==> src/rtl/ser_cipher_ctrl.sv <==
module ser_cipher_ctrl #(
  parameter int W = 128
) (
  input  logic         clk,
  input  logic         rst_n,
  input  logic         cont_mode,
  input  logic         cmd_key,
  input  logic         cmd_data,
  input  logic         cmd_run,
  input  logic         cmd_out,
  input  logic         key_bit,
  input  logic         key_vld,
  input  logic         dat_bit,
  input  logic         dat_vld,
  output logic         key_req,
  output logic         in_req,
  output logic         busy,
  output logic         out_rdy,
  output logic         out_bit,
  output logic         out_vld,
  output logic         core_start,
  output logic [W-1:0] core_key,
  output logic [W-1:0] core_din,
  input  logic         core_done,
  input  logic [W-1:0] core_dout
);
  localparam int CW = $clog2(W);
  localparam logic [CW-1:0] LAST = CW'(W - 1);

  typedef enum logic [2:0] {S_IDLE, S_KEY, S_DIN, S_CRYPT, S_DOUT} st_t;

  st_t           st;
  logic          run;
  logic [CW-1:0] cnt;
  logic [W-1:0]  ksr, dsr, osr;

  wire key_shift  = (st == S_KEY) && run && key_vld;
  wire din_shift  = (st == S_DIN) && run && dat_vld;
  wire dout_shift = (st == S_DOUT) && run;
  wire crypt_done = (st == S_CRYPT) && run && (cnt != '0) && core_done;
  wire arm = !run && (((st == S_DIN) && cmd_data) ||
                      ((st == S_CRYPT) && cmd_run) ||
                      ((st == S_DOUT) && cmd_out));

  assign key_req    = (st == S_KEY);
  assign in_req     = (st == S_DIN);
  assign busy       = (st == S_CRYPT);
  assign out_rdy    = (st == S_DOUT);
  assign out_vld    = dout_shift;
  assign out_bit    = osr[W-1];
  assign core_start = (st == S_CRYPT) && run && (cnt == '0);
  assign core_key   = ksr;
  assign core_din   = dsr;

  always_ff @(posedge clk) begin
    if (!rst_n) begin
      st  <= S_IDLE;
      run <= 1'b0;
      cnt <= '0;
      ksr <= '0;
      dsr <= '0;
      osr <= '0;
    end else begin
      if (arm) run <= 1'b1;
      case (st)
        S_IDLE: if (cmd_key) begin
          st  <= S_KEY;
          run <= 1'b1;
          cnt <= '0;
        end
        S_KEY: if (key_shift) begin
          ksr <= {ksr[W-2:0], key_bit};
          cnt <= cnt + 1'b1;
          if (cnt == LAST) begin
            st  <= S_DIN;
            run <= cont_mode;
            cnt <= '0;
          end
        end
        S_DIN: if (din_shift) begin
          dsr <= {dsr[W-2:0], dat_bit};
          cnt <= cnt + 1'b1;
          if (cnt == LAST) begin
            st  <= S_CRYPT;
            run <= cont_mode;
            cnt <= '0;
          end
        end
        S_CRYPT: begin
          if (core_start) cnt <= CW'(1);
          if (crypt_done) begin
            osr <= core_dout;
            st  <= S_DOUT;
            run <= cont_mode;
            cnt <= '0;
          end
        end
        S_DOUT: if (dout_shift) begin
          osr <= {osr[W-2:0], 1'b0};
          cnt <= cnt + 1'b1;
          if (cnt == LAST) begin
            st  <= cont_mode ? S_DIN : S_IDLE;
            run <= cont_mode;
            cnt <= '0;
          end
        end
        default: st <= S_IDLE;
      endcase
    end
  end
endmodule

==> config.mk <==
export PLATFORM = sky130hd
export DESIGN_NAME = ser_cipher_ctrl
export DESIGN_NICKNAME = d
export VERILOG_FILES = /design/src/rtl/ser_cipher_ctrl.sv
export SDC_FILE = /design/constraint.sdc
export NUM_CORES = 1
export LEC_CHECK = 0
export BUFFER_PORTS_ARGS = -buffer_cell sky130_fd_sc_hd__buf_4
export CORE_ASPECT_RATIO = 1.25
export CORE_MARGIN = 2
export CORE_UTILIZATION = 43
export CTS_CLUSTER_DIAMETER = 100
export DETAILED_ROUTE_END_ITERATION = 8
export GPL_TIMING_DRIVEN = 0
export PLACE_DENSITY = 0.78
export SLEW_MARGIN = 25
export SYNTH_ARGS = -nofsm -noshare
export SYNTH_HDL_FRONTEND = slang
export SYNTH_SLANG_ARGS = --single-unit
==> constraint.sdc <==
create_clock -name clk -period 1.8 [get_ports clk]
set_clock_uncertainty 0.05 [all_clocks]
set_input_delay 0.18 -clock clk [delete_from_list [all_inputs] [get_ports clk]]
set_output_delay 0.18 -clock clk [all_outputs]
set_load 0.01 [all_outputs]
# == After elaboration in Yosys (flattened, before gate mapping) ==
# Index checks and enable logic that the tools add are counted.
# classes
n_addsub,1
eq_ne,14
n_mux,29
n_reduce_logical,26
# ops
cell,count
$mux 128,2
$pmux 128 s2,1
$mux 7,7
$pmux 7 s5,1
$mux 3,8
$pmux 3 s5,1
$ne 2x1->1 const B,7
$logic_and 1x1->1,13
$reduce_and 8->1,1
$add 7x1->7 const B,1
$eq 7x7->1 const B,1
$logic_not 7->1,1
$mux 1,7
$reduce_bool 7->1,1
$eq 3x2->1 const B,2
$reduce_and 6->1,1
$pmux 1 s5,1
$reduce_bool 5->1,1
$reduce_and 2->1,2
$eq 3x1->1 const B,1
$eq 3x3->1 const B,1
$logic_not 3->1,1
$ne 3x1->1 const B,1
$reduce_and 3->1,1
5 further kinds,6
# totals
register_bits,395
in_bits,140
output_inout_bits,263
word_cells,76

# == Logic depth before layout (Yosys ltp) ==
# logic_depth
ltp_word,9
mapped_depth,10
mapped_depth_nobuf,8

# == Worst setup path before layout ==
# OpenSTA, ideal clock, no wires.
# synth_timing
path_kind,reg-to-reg
startpoint,register st[1]
endpoint,register cnt[5]
setup_ps,96
arrival_time_ps,1736
t_required_ps,1654
slack_ps,-82
stages_incl_launch_ff,11
path_buffers,2
period_less_slack_ps,1882
path_cell_list,dfxtp_1 buf_2 nor2_4 nand2_4 clkinv_2 and2_2 a21oi_2 nand2b_4 buf_6 or3_4 o41ai_2
# synth_between
word_cells_on_any_way,23
# synth_rtl
element,line,rtl
from (decl),32,st_t st;
from (signal assigned),102,st <= cont_mode ? S_DIN : S_IDLE;
$eq 3x3->1,39,wire dout_shift = (st == S_DOUT) && run;
$logic_and 1x1->1,39,
named net out_vld,20,"output logic out_vld,"
$ne 2x1->1 (no line),n/a,
$reduce_and 6->1 (no line),n/a,
to (signal assigned),73,cnt <= cnt + 1'b1;
to (signal assigned),82,cnt <= cnt + 1'b1;
to (signal assigned),100,cnt <= cnt + 1'b1;
to (decl),34,logic [CW-1:0] cnt;
# The timed path passes the listed nets, and every way through them passes these cells.
# A chain may end at the register's enable or synchronous reset.

# == Worst setup path in the final report ==
# layout_timing
startpoint,register st[0]
endpoint,register osr[50]
# layout_between
elab_chain_cells,6
word_cells_on_any_way,11
# layout_rtl
element,line,rtl
$eq 3x2->1,"40, 65",
$logic_and 1x1->1 (3 in series),40,wire crypt_done = (st == S_CRYPT) && run && (cnt != '0) && core_done;
$ne 2x1->1 (no line),n/a,
$reduce_and 3->1 (no line),n/a,
to (signal assigned),92,osr <= core_dout;
to (signal assigned),99,"osr <= {osr[W-2:0], 1'b0};"
to (decl),35,"logic [W-1:0] ksr, dsr, osr;"
# Parallel ways exist; a longest one is shown, timed or not.

==> metrics.cfg <==
[run_status]
run_status=finished with violations
violations=setup timing

[routing]
drt-total-wl_mm=57.4
drt_pass1_iterations=6
drt_iter0_drc=1542
drc=0
vias_per_cell=5.52
wire_per_inst_um=18.8
ant_nets=0
vias=16867

[logic_synthesis]
async_flop_share=0
ys_types=50
synth_top_flop_cell=dfxtp_1
netlist_area_um2=15100
ys_warn_count=0
ys_seq_elements=395
synth_nets=2074
synth_cells=1932
synth_edf_count=0
seq_area_frac_synth=0.522
avgSynthCellArea_um2=7.83

[sta]
relSlewSlack=0.470
finalSetupViolations=140
fin_crit_ns=2.16
fmax_mhz=464
setup_slack_ns=-0.357
rsz0062_at_grt=true
hold_violations=0
finalCritPeriodShare=1.20
tightest_slew_ns=0.795
report.final.slew_viol_count=0

[floorplan]
die_h_um=214
start_util=0.437
die_w_um=172
core_area_um2=34600
die_area_um2=36700
num_rows=76
ios=403

[clock_tree]
cts-htree-levels=2
clock_sinks=395
clockBufferDepth=3
cts-root-buf=clkbuf_16
numCtsBuffers=39
clkLatencyLatePin_ns=0.53
cts_tree=built
clkTransAtPathRegs_ns=0.07

[grt]
grt_pass1_wl_mm=80.1
antenna_found_initial=5
grt_max_degree=15
grtUsageTotal=0.272
first_global_vias=15701
overflow=0

[cells_and_area]
seq_area_um2=7920
layout-drive-gt1-share=0.296
final_util=0.669
multi_input_area_um2=7250
syn_to_final_growth_pct=53.0
fin_nets=2699
fill_cells=2547

[critical_path]
cp_slowest_cell=a311oi_1
critPathArrivalTime_ns=2.52
criticalPathCategory=flop to flop
required_ns=2.16
crit_fanout=6
path_cells=buf_6, buf_6, nand3b_1, inv_2, nand3_4, a21boi_4, buf_8, buf_12, buf_8, buf_4, nor2_2, a311oi_1
critPathLaunchType=flop
max_stage_delay_ns=0.35
crit_path_end_kind=flop

[place]
port_buffers=401
gp_congestion=0.858
detailedPlace.worstSlack_ns=-0.487
hpwl_mm=33.5

[pwr]
leakage_nw=9.01
power.density_nw_per_um2=828
peakVddDrop_mv=0.682

[job]
max_cap_viol_count=0

[worst_hold_path]
min_path_type=input pin to flop

==> registers in the layout, summed over array words and instances, names as in the netlist <==
name / flops
st: 3
run: 1
osr: 128
core_din: 128
cnt: 7
core_key: 128
==> power by group <==
| group | leakage [nW] | switching, W | internal (W) |
|---|---|---|---|
| combinational | 5.25 | 0.00144 | 0.00119 |
| clock | 0.574 | 0.00344 | 0.00427 |
| sequential | 3.18 | 0.0000421 | 0.00879 |
==> logic make-up (layout without fill, tap and decap cells) <==
kind of cell / after synthesis / in the layout / share of synthesized area
AND/OR/NAND/NOR: 946 / 946 / 0.241
AO/OA/AOI/OAI: 416 / 416 / 0.182
flip-flops: 395 / 395 / 0.522
buffers and inverters: 168 / 817 / 0.0496
adder cells (fa/ha/maj): 3 / 3 / 0.00231
multiplexers: 3 / 3 / 0.00207
XOR/XNOR: 1 / 1 / 0.000579
other: 0 / 5 / 0
==> synthesized netlist by cell type (all sizes together) (3+ instances only) <==
cell type / count / area share
nand2: 777 / 0.19
dfxtp: 395 / 0.52
a21oi: 217 / 0.073
nor2: 141 / 0.035
a311oi: 127 / 0.073
clkbuf: 102 / 0.025
buf: 59 / 0.022
a21boi: 51 / 0.025
inv: 6 / 0.0015
nand3: 6 / 0.0020
nor3: 6 / 0.0020
o21ai: 5 / 0.0017
nand3b: 3 / 0.0017
o22ai: 3 / 0.0012
==> area by class of cell <==
class / count / area share
diodes: 5 / 0.000540
plain buffers: 159 / 0.0498
clock buffers: 55 / 0.0478
clock inverters: 10 / 0.00254
inverters: 7 / 0.00135
multi-input cells: 1369 / 0.313
flip-flops and latches: 395 / 0.342
well taps: 468 / 0.0253
repair buffers: 586 / 0.217
==> worst max-delay path: cells and delay by family, from the launching register on <==
kind                   cells  cell delay, ns
and+or+nand+nor            3            0.23
DFF                        1            0.32
buffers and inverters      7            0.91
AOI/OAI and AO/OA          2            0.53
==> path summary, 6_finish.rpt <==
check                              from                         end  slack, ns  cells past startpoint
max reg2reg          st[0]$_SDFFE_PN0P_        osr[50]$_SDFFE_PN0P_      -0.36                     12
max                  st[0]$_SDFFE_PN0P_        osr[50]$_SDFFE_PN0P_      -0.36                     12
min reg2reg  core_din[127]$_SDFFE_PN0P_  core_din[127]$_SDFFE_PN0P_       0.41                      2
min                             cmd_out              run$_SDFF_PN0_       0.06                      4
==> what timing repair did <==
action,CTS,global route
endpoints found under the hold margin,132,0
pin swaps,44,82
endpoints found under the setup margin,384,383
cloned,11,11
setup buffers,18,15
resized for setup,210,184
hold buffers,132,0
==> cells in the final DEF, fill, tap and decap left out, drive strengths merged, types with 3 or more instances in the layout <==
master / Yosys / final
nor2: 141 / 141
diode: 0 / 5
nand3b: 3 / 3
buf: 59 / 510
nor3: 6 / 6
clkinv: 1 / 8
dlygate4sd3: 0 / 132
a21oi: 217 / 217
a21boi: 51 / 51
a311oi: 127 / 127
nand3: 6 / 6
inv: 6 / 7
o22ai: 3 / 3
nand2: 777 / 777
clkbuf: 102 / 158
dfxtp: 395 / 395
o21ai: 5 / 5
==> per-layer routing <==
metal  part of all wire  vias up  global-route usage  routed length (µm)
li1                   -     7714                   -                   -
met5                  0        -                   0                   0
met3              0.080      306              0.0565                4580
met2               0.50      991               0.487               28900
met4              0.071        0               0.153                4070
met1               0.35     7856               0.297               19800
==> per-stage QoR <==
step	std cells	cell area, µm²	setup TNS [ns]	power [W]	hold WS (ns)
after global routing	3054	23200	-35.53	0.0198	0.0683
after CTS	3025	22200	-10.77	0.0188	0.0218
after detailed placement	2801	18700	-130.77	0.0107	0.386
after floorplan	1932	15100	-1.32	0.0101	0.266
after global placement	2801	18700	-108.97	0.0107	0.378
final	3054	23200	-15.25	0.0192	0.0558
Power figures use the tool's default switching activity.
